`config.mk`:
```
export PLATFORM = sky130hd
export DESIGN_NAME = raster_timing_gen
export DESIGN_NICKNAME = d
export VERILOG_FILES = /design/src/rtl/rtg_pkg.sv /design/src/rtl/rtg_counters.sv /design/src/rtl/rtg_decode.sv /design/src/rtl/rtg_irq.sv /design/src/rtl/raster_timing_gen.sv
export SDC_FILE = /design/constraint.sdc
export NUM_CORES = 1
export LEC_CHECK = 0
export ABC_AREA = 1
export ABC_CLOCK_PERIOD_IN_PS = 3200
export BUFFER_PORTS_ARGS = -buffer_cell sky130_fd_sc_hd__buf_2
export CAP_MARGIN = 20
export CORE_MARGIN = 1.5
export CORE_UTILIZATION = 57
export DETAILED_ROUTE_END_ITERATION = 7
export PLACE_DENSITY = 0.87
export SKIP_CTS_REPAIR_TIMING = 1
export SYNTH_ARGS = -nofsm -noshare
export SYNTH_HDL_FRONTEND = slang
export SYNTH_SLANG_ARGS = --single-unit
```
`constraint.sdc`:
```
create_clock -name clk -period 3.2 [get_ports clk]
set_clock_uncertainty 0.15 [all_clocks]
set_input_delay 0.32 -clock clk [delete_from_list [all_inputs] [get_ports clk]]
set_output_delay 0.32 -clock clk [all_outputs]
set_load 0.005 [all_outputs]
```
`src/rtl/rtg_pkg.sv`:
```
package rtg_pkg;
  typedef struct packed {
    logic hsync_n;
    logic vsync_n;
    logic active;
    logic fetch;
  } rtg_flags_t;

  localparam rtg_flags_t FLAGS_RST = '{hsync_n: 1'b0, vsync_n: 1'b0, active: 1'b0, fetch: 1'b0};
endpackage

```
`src/rtl/rtg_counters.sv`:
```
module rtg_counters #(
  parameter int LINE_CLKS   = 1024,
  parameter int FRAME_LINES = 312,
  localparam int HW = $clog2(LINE_CLKS),
  localparam int VW = $clog2(FRAME_LINES)
) (
  input  logic          clk,
  input  logic          rst_n,
  output logic [HW-1:0] hpos_q,
  output logic [VW-1:0] line_q,
  output logic [HW-1:0] hpos_d,
  output logic [VW-1:0] line_d
);
  localparam logic [HW-1:0] H_LAST = HW'(LINE_CLKS - 1);
  localparam logic [VW-1:0] V_LAST = VW'(FRAME_LINES - 1);

  logic line_en;

  always_comb begin
    line_en = (hpos_q == H_LAST);
    hpos_d  = line_en ? '0 : hpos_q + 1'b1;
    line_d  = line_q;
    if (line_en) begin
      line_d = (line_q == V_LAST) ? '0 : line_q + 1'b1;
    end
  end

  always_ff @(posedge clk or negedge rst_n) begin
    if (!rst_n) begin
      hpos_q <= '0;
      line_q <= '0;
    end else begin
      hpos_q <= hpos_d;
      if (line_en) begin
        line_q <= line_d;
      end
    end
  end

  // position steps by one inside a line
  p_hpos_step_r2: assert property (@(posedge clk) disable iff (!rst_n)
    (hpos_q != H_LAST) |=> (hpos_q == $past(hpos_q) + 1'b1));
  // frame wraps to line 0
  p_line_wrap_r2: assert property (@(posedge clk) disable iff (!rst_n)
    (hpos_q == H_LAST && line_q == V_LAST) |=> (line_q == '0 && hpos_q == '0));
endmodule

```
`src/rtl/rtg_decode.sv`:
```
module rtg_decode
  import rtg_pkg::*;
#(
  parameter int HW          = 10,
  parameter int VW          = 9,
  parameter int HSYNC_END   = 64,
  parameter int VS_LINE     = 2,
  parameter int VS_POS      = 512,
  parameter int ACT_FIRST   = 28,
  parameter int TALL        = 256,
  parameter int SHORT       = 250,
  parameter int FETCH_FIRST = 256,
  parameter int FETCH_LAST  = 895
) (
  input  logic          clk,
  input  logic          rst_n,
  input  logic          short_mode,
  input  logic [HW-1:0] hpos_d,
  input  logic [VW-1:0] line_d,
  input  logic [HW-1:0] hpos_q,
  input  logic [VW-1:0] line_q,
  output rtg_flags_t    flags_q,
  output logic [VW-1:0] height
);
  localparam logic [HW-1:0] HS_END  = HW'(HSYNC_END);
  localparam logic [VW-1:0] VSL     = VW'(VS_LINE);
  localparam logic [HW-1:0] VSP     = HW'(VS_POS);
  localparam logic [VW-1:0] A_FIRST = VW'(ACT_FIRST);
  localparam logic [VW-1:0] A_END_T = VW'(ACT_FIRST + TALL);
  localparam logic [VW-1:0] A_END_S = VW'(ACT_FIRST + SHORT);
  localparam logic [HW-1:0] F_FIRST = HW'(FETCH_FIRST);
  localparam logic [HW-1:0] F_LAST  = HW'(FETCH_LAST);

  rtg_flags_t flags_d;
  logic [VW-1:0] act_end;

  always_comb begin
    height  = short_mode ? VW'(SHORT) : VW'(TALL);
    act_end = short_mode ? A_END_S : A_END_T;
    flags_d.hsync_n = (hpos_d >= HS_END);
    flags_d.vsync_n = !((line_d < VSL) || (line_d == VSL && hpos_d < VSP));
    flags_d.active  = (line_d >= A_FIRST) && (line_d < act_end);
    flags_d.fetch   = flags_d.active && (hpos_d >= F_FIRST) && (hpos_d <= F_LAST);
  end

  always_ff @(posedge clk or negedge rst_n) begin
    if (!rst_n) flags_q <= FLAGS_RST;
    else        flags_q <= flags_d;
  end

  // line sync releases exactly at its end position
  p_hsync_rise_r3: assert property (@(posedge clk) disable iff (!rst_n)
    $rose(flags_q.hsync_n) |-> (hpos_q == HS_END));
  // frame sync releases mid-line on its release line
  p_vsync_rise_r4: assert property (@(posedge clk) disable iff (!rst_n)
    $rose(flags_q.vsync_n) |-> (line_q == VSL && hpos_q == VSP));
  // fetch only inside the horizontal window
  p_fetch_window_r6: assert property (@(posedge clk) disable iff (!rst_n)
    flags_q.fetch |-> (hpos_q >= F_FIRST && hpos_q <= F_LAST));
  // visible lines begin at the first active line
  p_active_start_r5: assert property (@(posedge clk) disable iff (!rst_n)
    $rose(flags_q.active) |-> (line_q == A_FIRST && hpos_q == '0));
endmodule

```
`src/rtl/rtg_irq.sv`:
```
module rtg_irq #(
  parameter int HW       = 10,
  parameter int VW       = 9,
  parameter int IRQ_LINE = 284
) (
  input  logic          clk,
  input  logic          rst_n,
  input  logic          irq_clr,
  input  logic [HW-1:0] hpos_d,
  input  logic [VW-1:0] line_d,
  input  logic [HW-1:0] hpos_q,
  input  logic [VW-1:0] line_q,
  output logic          irq_q
);
  localparam logic [VW-1:0] IRQ_L = VW'(IRQ_LINE);

  logic set_ev, frame_ev, irq_d;

  always_comb begin
    set_ev   = (line_d == IRQ_L) && (hpos_d == '0);
    frame_ev = (line_d == '0) && (hpos_d == '0);
    if (set_ev)                    irq_d = 1'b1;
    else if (frame_ev || irq_clr)  irq_d = 1'b0;
    else                           irq_d = irq_q;
  end

  always_ff @(posedge clk or negedge rst_n) begin
    if (!rst_n) irq_q <= 1'b0;
    else        irq_q <= irq_d;
  end

  // set at the start of the interrupt line
  p_irq_set_r7: assert property (@(posedge clk) disable iff (!rst_n)
    (line_q == IRQ_L && hpos_q == '0) |-> irq_q);
  // cleared at frame origin
  p_irq_frame_r7: assert property (@(posedge clk) disable iff (!rst_n)
    (line_q == '0 && hpos_q == '0) |-> !irq_q);
  // explicit clear takes effect unless the set point is reached
  p_irq_clr_r8: assert property (@(posedge clk) disable iff (!rst_n)
    irq_clr |=> (!irq_q || (line_q == IRQ_L && hpos_q == '0)));
endmodule

```
`src/rtl/raster_timing_gen.sv`:
```
module raster_timing_gen
  import rtg_pkg::*;
#(
  parameter int LINE_CLKS   = 1024,
  parameter int FRAME_LINES = 312,
  parameter int HSYNC_END   = 64,
  parameter int VS_LINE     = 2,
  parameter int VS_POS      = 512,
  parameter int ACT_FIRST   = 28,
  parameter int TALL        = 256,
  parameter int SHORT       = 250,
  parameter int FETCH_FIRST = 256,
  parameter int FETCH_LAST  = 895,
  localparam int HW = $clog2(LINE_CLKS),
  localparam int VW = $clog2(FRAME_LINES)
) (
  input  logic          clk,
  input  logic          rst_n,
  input  logic          short_mode,
  input  logic          irq_clr,
  output logic          hsync_n,
  output logic          vsync_n,
  output logic          disp_active,
  output logic          fetch_en,
  output logic          vsync_irq,
  output logic [VW-1:0] line_num,
  output logic [HW-1:0] hpos,
  output logic [VW-1:0] disp_height
);
  localparam int IRQ_LINE = ACT_FIRST + TALL;

  logic [HW-1:0] hpos_d;
  logic [VW-1:0] line_d;
  rtg_flags_t    flags;

  rtg_counters #(.LINE_CLKS(LINE_CLKS), .FRAME_LINES(FRAME_LINES)) cnt_i (
    .clk(clk), .rst_n(rst_n),
    .hpos_q(hpos), .line_q(line_num), .hpos_d(hpos_d), .line_d(line_d)
  );

  rtg_decode #(
    .HW(HW), .VW(VW), .HSYNC_END(HSYNC_END), .VS_LINE(VS_LINE), .VS_POS(VS_POS),
    .ACT_FIRST(ACT_FIRST), .TALL(TALL), .SHORT(SHORT),
    .FETCH_FIRST(FETCH_FIRST), .FETCH_LAST(FETCH_LAST)
  ) dec_i (
    .clk(clk), .rst_n(rst_n), .short_mode(short_mode),
    .hpos_d(hpos_d), .line_d(line_d), .hpos_q(hpos), .line_q(line_num),
    .flags_q(flags), .height(disp_height)
  );

  rtg_irq #(.HW(HW), .VW(VW), .IRQ_LINE(IRQ_LINE)) irq_i (
    .clk(clk), .rst_n(rst_n), .irq_clr(irq_clr),
    .hpos_d(hpos_d), .line_d(line_d), .hpos_q(hpos), .line_q(line_num),
    .irq_q(vsync_irq)
  );

  assign hsync_n     = flags.hsync_n;
  assign vsync_n     = flags.vsync_n;
  assign disp_active = flags.active;
  assign fetch_en    = flags.fetch;
endmodule

```
# Yosys cells after proc, flatten, opt, wreduce, memory -nomap -nowiden

Cells that the tools add are included.

Register bits after elaboration: 24
Logic and storage cells: 39

Add/subtract/negate cells: 2
Magnitude comparators: 7
Eq/ne operators: 4
Multiplexer cells: 7
Reductions and logical operators: 12

Operator list:

| cell                    | count |
|---|---|
| $mux W9                 | 3 |
| $eq A9 B9 Y1 const B    | 2 |
| $add A10 B1 Y10 const B | 1 |
| $eq A10 B10 Y1 const B  | 1 |
| $ge A10 B7 Y1 const B   | 1 |
| $ge A10 B9 Y1 const B   | 1 |
| $le A10 B10 Y1 const B  | 1 |
| $logic_not A10 Y1       | 1 |
| $lt A10 B10 Y1 const B  | 1 |
| $mux W10                | 1 |
| $add A9 B1 Y9 const B   | 1 |
| $eq A9 B2 Y1 const B    | 1 |
| $ge A9 B5 Y1 const B    | 1 |
| $logic_not A9 Y1        | 1 |
| $lt A9 B2 Y1 const B    | 1 |
| $lt A9 B9 Y1            | 1 |
| $logic_and A1 B1 Y1     | 6 |
| $mux W4                 | 1 |
| $logic_or A1 B1 Y1      | 2 |
| $mux W1                 | 2 |
| $reduce_bool A2 Y1      | 1 |
| $logic_not A1 Y1        | 1 |

# Longest topological paths before layout

Gate-level depths: netlist of run 1.

Depth in word-level cells: 8
Gate-level depth with buffers: 16
Gate-level depth less buffers: 16

# Modules after synthesis

From an unflattened synthesis of run 1, not the netlist that was laid out.

Cell total of the unflattened synthesis: 216
Area total of the unflattened synthesis: 1544.0 um2

Modules (own cells, without submodules):

| module       | instances | cells an instance | area each (um2) | seq. area each (um2) |
|---|---|---|---|---|
| rtg_counters | 1         | 144               | 1101.1          | 475.5 |
| rtg_decode   | 1         | 45                | 310.3           | 100.1 |
| rtg_irq      | 1         | 27                | 132.6           | 25.0 |

# Worst setup path before layout of run 1

No wires, ideal clock.

Path kind: register to register
Start point: register cnt_i.hpos_q[0]
End point: register dec_i.flags_q[0] (netlist name)
Arrival time: 1.932 ns
Required time: 2.924 ns
Setup slack: 0.992 ns
Cell stages (with the launch flop): 17
Path buffers: 0
Period minus slack after synthesis: 2.208 ns
Path through: dfrtp_1 -> ha_1 -> nand2_2 -> nor2_8 -> nand3_4 -> clkinv_2 -> nand2_1 -> nand2_1 -> inv_1 -> ha_1 -> inv_1 -> nor2_1 -> nand2_1 -> nand2_1 -> nand2_1 -> nand2_1 -> a21oi_2

RTL lines:

| element                | line               | text |
|---|---|---|
| from (decl)            | rtg_counters.sv:9  | `output logic [HW-1:0] hpos_q,` |
| from (signal assigned) | rtg_counters.sv:33 | `hpos_q <= hpos_d;` |
| to (signal assigned)   | rtg_decode.sv:48   | `else flags_q <= flags_d;` |
| to (decl)              | rtg_decode.sv:22   | `output rtg_flags_t flags_q,` |

==> results.ini, run 1 <==
[run_status]
status=completed

[yosys]
synth.yosys.seq_area_share_pct=37.4
synthSimpleGateAreaFrac_pct=39.4
syn_area_per_cell_um2=7.10
synth.cell_area_um2=1600
ys_warn_count=0
yosys-mux-area-fraction_pct=0
synthCells=226
synth_compound_area_share_pct=4.29
synthAdderAreaFrac_pct=3.90
synth_top_family_by_area=simple AND/OR/NAND/NOR gates
ys_seq_elements=24
synth-xor-area-share_pct=1.09
synth.distinct_cells=28

[setup_path]
cp_cell_sequence=ha_1, nand2_2, nor2_8, nand3_4, clkinv_2, nand2_1, nand2_1, inv_1, ha_1, inv_1, nor2_1, nand2_1, nand2_1, nand2_1, nand2_1, a21oi_2
cpMostUsedCell=nand2_1
crit_required_ps=3260
r2r-end=dec_i.flags_q[0]
arrival_ps=2640
cp_slowest_stage_delay_ps=510
worstRegToRegCells=16
start_kind=flip-flop
crit_type=flip-flop to flip-flop
cp_slowest_cell=dfrtp_1
cp-end-kind=flip-flop
crit_start=cnt_i.hpos_q[0]
crit_path_max_fanout=14
timing.rr.start=cnt_i.hpos_q[0]
r2r_slack_ps=630

[power_and_ir_drop]
ir_drop_mv=0.394
p_int_uw=435
p_sw_uw=106
p_clk_share_pct=41.1
power.density_nw_per_um2=300
p_seq_share_pct=56.0
pwr-share-comb_pct=2.9
power_switching_share_pct=19.6
p_leak_uw=0.00110

[placed_design]
place_hpwl_um=2560
gp_congestion=0.898
portBuffers=34

[cts]
cts_num_sinks=24
clock_path_buffers=2
clk_pin_slew_ps=140
cts_tree=yes
insertion_delay_ps=320
cts_max_level=1
cts_made_buffers=3
cts_root_buffer=clkbuf_4

[detailed_routing]
remaining_drc_errors=0
vias_per_cell=4.96
wl_per_cell_um=11.6
postRouteAntennaNets=0
firstDrtPassIters=4
vias=1429
wl_um=3350
drt_iter0_markers=42

[die]
initial_core_util_pct=59.2
dieArea_um2=3140
pin_count=37
core_area_um2=2710
die_h_um=56.1
die_x_um=56.1
num_rows=19

[layout]
fin_nets=267
num_antenna_cells=0
multi_input_area_um2=788
fillers=246
layout-drive-gt1-share_pct=21.8
seq_area_um2=601
synthToLayoutAreaGrowth_pct=12.7

[sta]
period_minus_slack_ps=2570
setup_violations=0
worst_slew_pin_slew_ps=527
holdWs_ps=65.6
relSlewSlack_pct=64.9
rsz0062_at_grt=no
drv_slew=0
setup_tns_ps=0
finalCritPeriodShare_pct=80.5
hold_violations=0
timing.fmax_mhz=388

[global_routing]
antenna_found_initial=0
grt_max_degree=25
grt_pass1_vias=1278
grt_overflow=0
grt_use_total_pct=22.5
grt_pass1_wl_um=5620

[hold_path]
hold_class=input pin to flip-flop
min_to=irq_i.irq_q
min_from=irq_clr
hold_depth=4

[flow_run]
drv_cap=0

-- Yosys cell counts --
master	number	share of area, %
o21bai_1	2	0.94
nor3_1	1	0.31
nand2_1	66	15
nand3_2	1	0.62
clkinv_1	2	0.47
ha_1	5	3.9
nand2_2	7	2.7
nor2_4	2	1.4
nand3_1	25	7.8
xnor2_1	1	0.55
nand2_4	1	0.70
conb_1	1	0.23
buf_6	1	0.70
dfrtp_1	24	37
clkinv_2	1	0.31
nor2_2	2	0.78
nor2_8	1	1.2
a21oi_1	1	0.31
buf_4	8	3.7
xor2_1	1	0.55
o21ai_0	6	1.9
nand3_4	1	1.1
nand4_1	6	2.3
nor2_1	21	4.9
inv_2	1	0.23
a21oi_2	1	0.55
inv_1	35	8.2
o21ai_1	2	0.62
-- cell usage in the layout (no fill, tap or decap), types with 2 or more instances in the layout --
master and instances:
nand2_1 66, inv_1 35, buf_2 34, nand3_1 25, dfrtp_1 24, nor2_1 21, nand2_2 7, nand4_1 6
o21ai_0 6, ha_1 5, clkbuf_4 3, nor2_4 2, nor2_2 2, o21bai_1 2, o21ai_1 2, clkinv_1 2
conb_1 2
-- power groups by stage --
stage / sequential [uW] / clock [uW] / combinational, uW
6_report: 303 / 222 / 15.8
5_1_grt: 303 / 237 / 17.9
4_1_cts: 303 / 225 / 15.5
3_5_place_dp: 309 / 0 / 15.4
3_3_place_gp: 309 / 0 / 15.0
2_1_floorplan: 309 / 0 / 9.52
-- state kept, by name, indices dropped and copies added (netlist names) --
name,flops
cnt_i.hpos_q,10
cnt_i.line_q,9
dec_i.flags_q,4
irq_i.irq_q,1
-- per-layer routing --
layer  routed length, um  vias to the layer above  GRT usage (%)
met5                   0                        -              0
met2                1510                       34           35.6
met4                  49                        0           8.16
li1                    -                      754              -
met1                1670                      637           32.6
met3                 113                        4           1.63
-- cell families (layout without fill, tap and decap cells) --
logic type,Yosys count,count (layout)
DFF,24,24
other,1,2
xor gates and xnor gates,2,2
and+or+nand+nor,134,134
adders and majority gates,5,5
buffers and inverters,48,78
AOI/OAI and AO/OA,12,12
-- critical path: cells and delay by family (launching register included) --
family	cells	cell delay, ps
AOI/OAI and AO/OA	1	60
and+or+nand+nor	10	930
buffers and inverters	3	290
DFF	1	510
adders and majority gates	2	520
-- area by class of cell --
cell class | instances | area share (%)
clock buffer | 3 | 1.25
inverter | 39 | 8.17
tap | 31 | 2.15
sequential | 24 | 33.2
clock inverter | 1 | 1.66
timing repair buffer | 35 | 9.97
multi-input combinational | 155 | 43.6
-- per-stage QoR --
stage	instances	utilization [%]	total power (uW)	area [um2]	worst slack, ps
after global placement	283	64.4	324	1750	770
after global routing	288	66.7	558	1810	371
after detailed placement	283	64.4	324	1750	676
after CTS	287	66.3	544	1800	642
final	288	66.7	542	1810	625
after floorplan	227	-	319	1610	992
-- worst max path at each step --
| stage | end | slack, ps |
|---|---|---|
| 6_report | dec_i.flags_q[0] | 630 |
| 5_1_grt | dec_i.flags_q[0] | 370 |
| 4_1_cts | dec_i.flags_q[0] | 640 |
| 3_5_place_dp | dec_i.flags_q[0] | 680 |
| 3_3_place_gp | dec_i.flags_q[0] | 770 |
| 2_1_floorplan | dec_i.flags_q[0] | 990 |
Power figures use the tool's default switching activity.
==> inputs of run 2 (changes only) <==
- ABC_CLOCK_PERIOD_IN_PS: 3200 -> 2300
- CORE_UTILIZATION: 57 -> 48
- PLACE_DENSITY: 0.87 -> 0.78
- clock period: 3.2 -> 2.3 ns (I/O delays scaled with it)
==> run 2 against run 1 <==
Against the previous run:
- critical path depth is 1 lower
- total power is 40% higher
- cell count is 10% higher
- critical path type unchanged
- highest routed layer unchanged
- utilization is 2.4 points lower
- largest cell class unchanged
- cell area is 10% higher
- clock power is 41% higher
==> results.ini, run 2 (synthesis results as in run 1) <==
[layout]
final_cells=317
seq_area_um2=601
layout-drive-gt1-share_pct=28.2
fillers=276
top_regs=cnt_i.hpos_q x10, cnt_i.line_q x9, dec_i.flags_q x4
largest_reg_flops=10
synthToLayoutAreaGrowth_pct=24.5
multi_input_area_um2=838
layout_common_cells=nand2_1, inv_1, buf_2
num_antenna_cells=0
final_area_um2=2000
final_common_cell=nand2_1
largest_register=cnt_i.hpos_q
fin_nets=283

[global_routing]
grt_use_total_pct=21.8
grt_max_degree=25
grt_pass1_wl_um=5870
antenna_found_initial=0
grt_pass1_vias=1283
grt_overflow=0

[detailed_routing]
wl_per_cell_um=12.2
firstDrtPassIters=4
vias=1546
wl_um=3860
vias_per_cell=4.88
drt_iter0_markers=69
postRouteAntennaNets=0
remaining_drc_errors=0

[placed_design]
place_hpwl_um=2770
portBuffers=34
dp_slack_ps=97.5
gp_congestion=0.869
dpl_cell_area_um2=1810
placedCellCount=303

[setup_path]
crit_type=flip-flop to flip-flop
worstRegToRegCells=15
crit_path_max_fanout=5
r2r_slack_ps=160
r2r-end=dec_i.flags_q[0]
arrival_ps=2220
cp-end-kind=flip-flop
start_kind=flip-flop
crit_required_ps=2380
timing.rr.start=cnt_i.line_q[2]

[die]
pin_count=37
initial_core_util_pct=51.7
dieArea_um2=3700
die_h_um=60.8
core_area_um2=3100
num_rows=20
die_x_um=60.8

[cts]
cts_tree=yes
clk_pin_slew_ps=140
cts_made_buffers=3
insertion_delay_ps=330
cts_root_buffer=clkbuf_4
cts_num_sinks=24
cts_max_level=1
clock_path_buffers=2

[sta]
period_minus_slack_ps=2140
hold_violations=0
timing.fmax_mhz=467
worst_slack_ps=158
setup_tns_ps=0
setup_violations=0
finalCritPeriodShare_pct=93.1
drv_slew=0
worst_slew_pin_slew_ps=556
holdWs_ps=256
relSlewSlack_pct=62.9

[flow_run]
drv_cap=0

[power_and_ir_drop]
p_leak_uw=0.00121
power.density_nw_per_um2=380
ir_drop_mv=0.260

[hold_path]
hold_class=input pin to asynchronous set/reset pin

[run_status]
status=completed

[run 2: cell type report]
type / count / share of cell area [%]
clock inverter: 1 / 1.50
tap: 44 / 2.76
inverter: 39 / 7.39
clock buffer: 3 / 1.13
timing repair buffer: 51 / 15.2
sequential: 24 / 30.1
multi-input combinational: 155 / 42.0
[run 2: metal layers]
| layer | routed length [um] | track usage [%] | part of all wire, % | vias to the layer above |
|---|---|---|---|---|
| li1 | - | - | - | 781 |
| met1 | 1760 | 31.1 | 45 | 701 |
| met2 | 1810 | 32.3 | 47 | 55 |
| met3 | 189 | 3.20 | 4.9 | 9 |
| met4 | 102 | 10.9 | 2.6 | 0 |
| met5 | 0 | 0 | 0 | - |
[run 2: per-stage QoR]
step | util (%) | power (uW)
finish | 64.4 | 758
global route | 64.4 | 784
CTS | 60.2 | 766
detailed placement | 58.5 | 452
global placement | 58.5 | 451
floorplan | - | 443
[run 2: worst max path at each step]
stage / startpoint / to / slack [ps] / cells past startpoint
3_5_place_dp: cnt_i.line_q[0] / dec_i.flags_q[0] / 100 / 16
6_report: cnt_i.line_q[2] / dec_i.flags_q[0] / 160 / 15
3_3_place_gp: cnt_i.line_q[0] / dec_i.flags_q[0] / 210 / 16
5_1_grt: cnt_i.line_q[2] / dec_i.flags_q[0] / -10 / 15
2_1_floorplan: cnt_i.hpos_q[0] / dec_i.flags_q[0] / 90 / 16
4_1_cts: cnt_i.line_q[0] / dec_i.flags_q[0] / 70 / 16
[run 2: worst max-delay path: stages, from the launching register on]
cell	delay [ps]
dfrtp_1	490
nand2_1	140
nor2_4	160
nand2_1	100
nand2_1	70
nand2_1	60
nand2_2	90
inv_1	80
ha_1	270
inv_1	40
nor2_1	90
nand2_1	50
nand2_1	50
nand2_1	60
nand2_2	70
a21oi_2	60
[run 2: report_power, final]
part	internal [uW]	total (uW)	leakage [uW]	switching, uW
combinational	8.76	23.7	0.000860	15.0
clock	177	312	0.0000279	136
sequential	422	422	0.000321	0.0000000000000406
==> inputs of run 3 (changes only) <==
- MAX_ROUTING_LAYER: not set -> met4
- PLACE_DENSITY: 0.78 -> 0.8
==> run 3 against run 2 <==
Against the previous run:
- combinational power about the same
- register-to-register slack got worse by 30 ps
- critical path type unchanged
- sequential power about the same
- die area unchanged
- hold slack improved by 8.2 ps
- largest power group unchanged
- cell area decreased by 3.3%
- total power decreased by 12%
- utilization decreased by 2.1 points
- sequential share of layout area increased by 1.0 points
- largest cell class unchanged
- global-route usage decreased by 1.2 points
==> results.ini, run 3 (synthesis results as in run 1) <==
[setup_path]
cp_slowest_cell=dfrtp_1
start_kind=flip-flop
arrival_ps=2220
timing.rr.start=cnt_i.hpos_q[1]
cpMostUsedCell=nand2_1
crit_start=cnt_i.hpos_q[1]
cp-end-kind=flip-flop
r2r-end=dec_i.flags_q[0]
crit_required_ps=2350
crit_path_max_fanout=6
endpoint=dec_i.flags_q[0]
worstRegToRegCells=16
cp_slowest_stage_delay_ps=380
r2r_slack_ps=130
cp_cell_sequence=ha_2, nand2_2, nor2_8, nand3_4, clkinv_2, nand2_1, nand2_1, inv_1, ha_1, inv_1, nor2_1, nand2_1, nand2_1, nand2_1, nand2_1, a21oi_2
crit_type=flip-flop to flip-flop

[placed_design]
gp_congestion=0.894
place_hpwl_um=2690
portBuffers=34
dp_slack_ps=80.9

[detailed_routing]
postRouteAntennaNets=0
vias=1510
drt_iter0_markers=69
remaining_drc_errors=0
vias_per_cell=4.79
firstDrtPassIters=4
wl_um=3550
wl_per_cell_um=11.3

[layout]
layout_common_cells=nand2_1, inv_1, buf_2
final_common_cell=nand2_1
largest_register=cnt_i.hpos_q
seq_area_um2=601
multi_input_area_um2=803
num_antenna_cells=0
fillers=291
layout-drive-gt1-share_pct=26.9
fin_nets=281
largest_reg_flops=10
synthToLayoutAreaGrowth_pct=20.4
top_regs=cnt_i.hpos_q x10, cnt_i.line_q x9, dec_i.flags_q x4

[cts]
cts_made_buffers=3
clk_pin_slew_ps=140
cts_num_sinks=24
cts_tree=yes
clock_path_buffers=2
cts_root_buffer=clkbuf_4
insertion_delay_ps=320
cts_max_level=1

[power_and_ir_drop]
power_uw=670
p_leak_uw=0.00116
ir_drop_mv=0.332
power.density_nw_per_um2=347

[sta]
worst_slew_pin_slew_ps=539
period_minus_slack_ps=2170
worst_slack_ps=132
drv_slew=0
setup_violations=0
finalCritPeriodShare_pct=94.3
timing.fmax_mhz=461
setup_tns_ps=0
relSlewSlack_pct=64.0
hold_violations=0

[global_routing]
grt_overflow=0
grt_use_total_pct=20.6
antenna_found_initial=0
grt_pass1_wl_um=5420
grt_pass1_vias=1231
grt_max_degree=25

[die]
dieArea_um2=3700
num_rows=20
die_h_um=60.8
core_area_um2=3100
die_x_um=60.8
pin_count=37
initial_core_util_pct=51.7

[run_status]
status=completed

[hold_path]
hold_class=input pin to asynchronous set/reset pin

[flow_run]
drv_cap=0

[run 3: cell type report]
class                           count  share of cell area, %
Timing Repair Buffer               49                   14.9
Sequential cell                    24                   31.1
Clock buffer                        4                   1.88
Inverter                           39                   7.65
Multi-Input combinational cell    155                   41.6
Tap cell                           44                   2.85
[run 3: critical path, delay by kind of cell (launching register included)]
kind	cells	cell delay [ps]
adder cells (fa/ha/maj)	2	460
AND/OR/NAND/NOR	10	820
buffers and inverters	3	160
flip-flops	1	380
AO/OA/AOI/OAI	1	60
[run 3: worst min path at each step]
stage	slack (ps)	end	startpoint	cells past startpoint
2_1_floorplan	-220	cnt_i.hpos_q[0]	rst_n	0
5_1_grt	310	cnt_i.hpos_q[2]	rst_n	2
4_1_cts	-280	cnt_i.hpos_q[2]	rst_n	1
6_report	260	cnt_i.hpos_q[0]	rst_n	2
3_3_place_gp	90	cnt_i.hpos_q[0]	rst_n	1
3_5_place_dp	100	cnt_i.hpos_q[2]	rst_n	1
[run 3: routing by layer]
layer | GRT usage [%] | wire [um] | vias up
met2 | 29.6 | 1650 | 48
met5 | - | 0 | -
li1 | - | - | 775
met4 | 9.94 | 96 | 0
met3 | 1.28 | 167 | 8
met1 | 29.5 | 1630 | 679
[run 3: where the power goes]
group	leakage [uW]	total [uW]	switching, uW	internal, uW
Sequential	0.000321	422	0.0000000000000474	422
Clock	0.0000210	224	127	96.8
Combinational	0.000816	23.7	15.0	8.75
Total	0.00116	670	142	527
[run 3: metrics by stage]
| step | instance area (um2) | util, % | hold slack, ps | std cells |
|---|---|---|---|---|
| after floorplan | 1610 | - | -216 | 227 |
| after global placement | 1810 | 58.5 | 89.5 | 303 |
| after detailed placement | 1810 | 58.5 | 96.1 | 303 |
| after CTS | 1850 | 59.6 | -275 | 307 |
| after global routing | 1930 | 62.2 | 306 | 315 |
| final | 1930 | 62.2 | 264 | 315 |
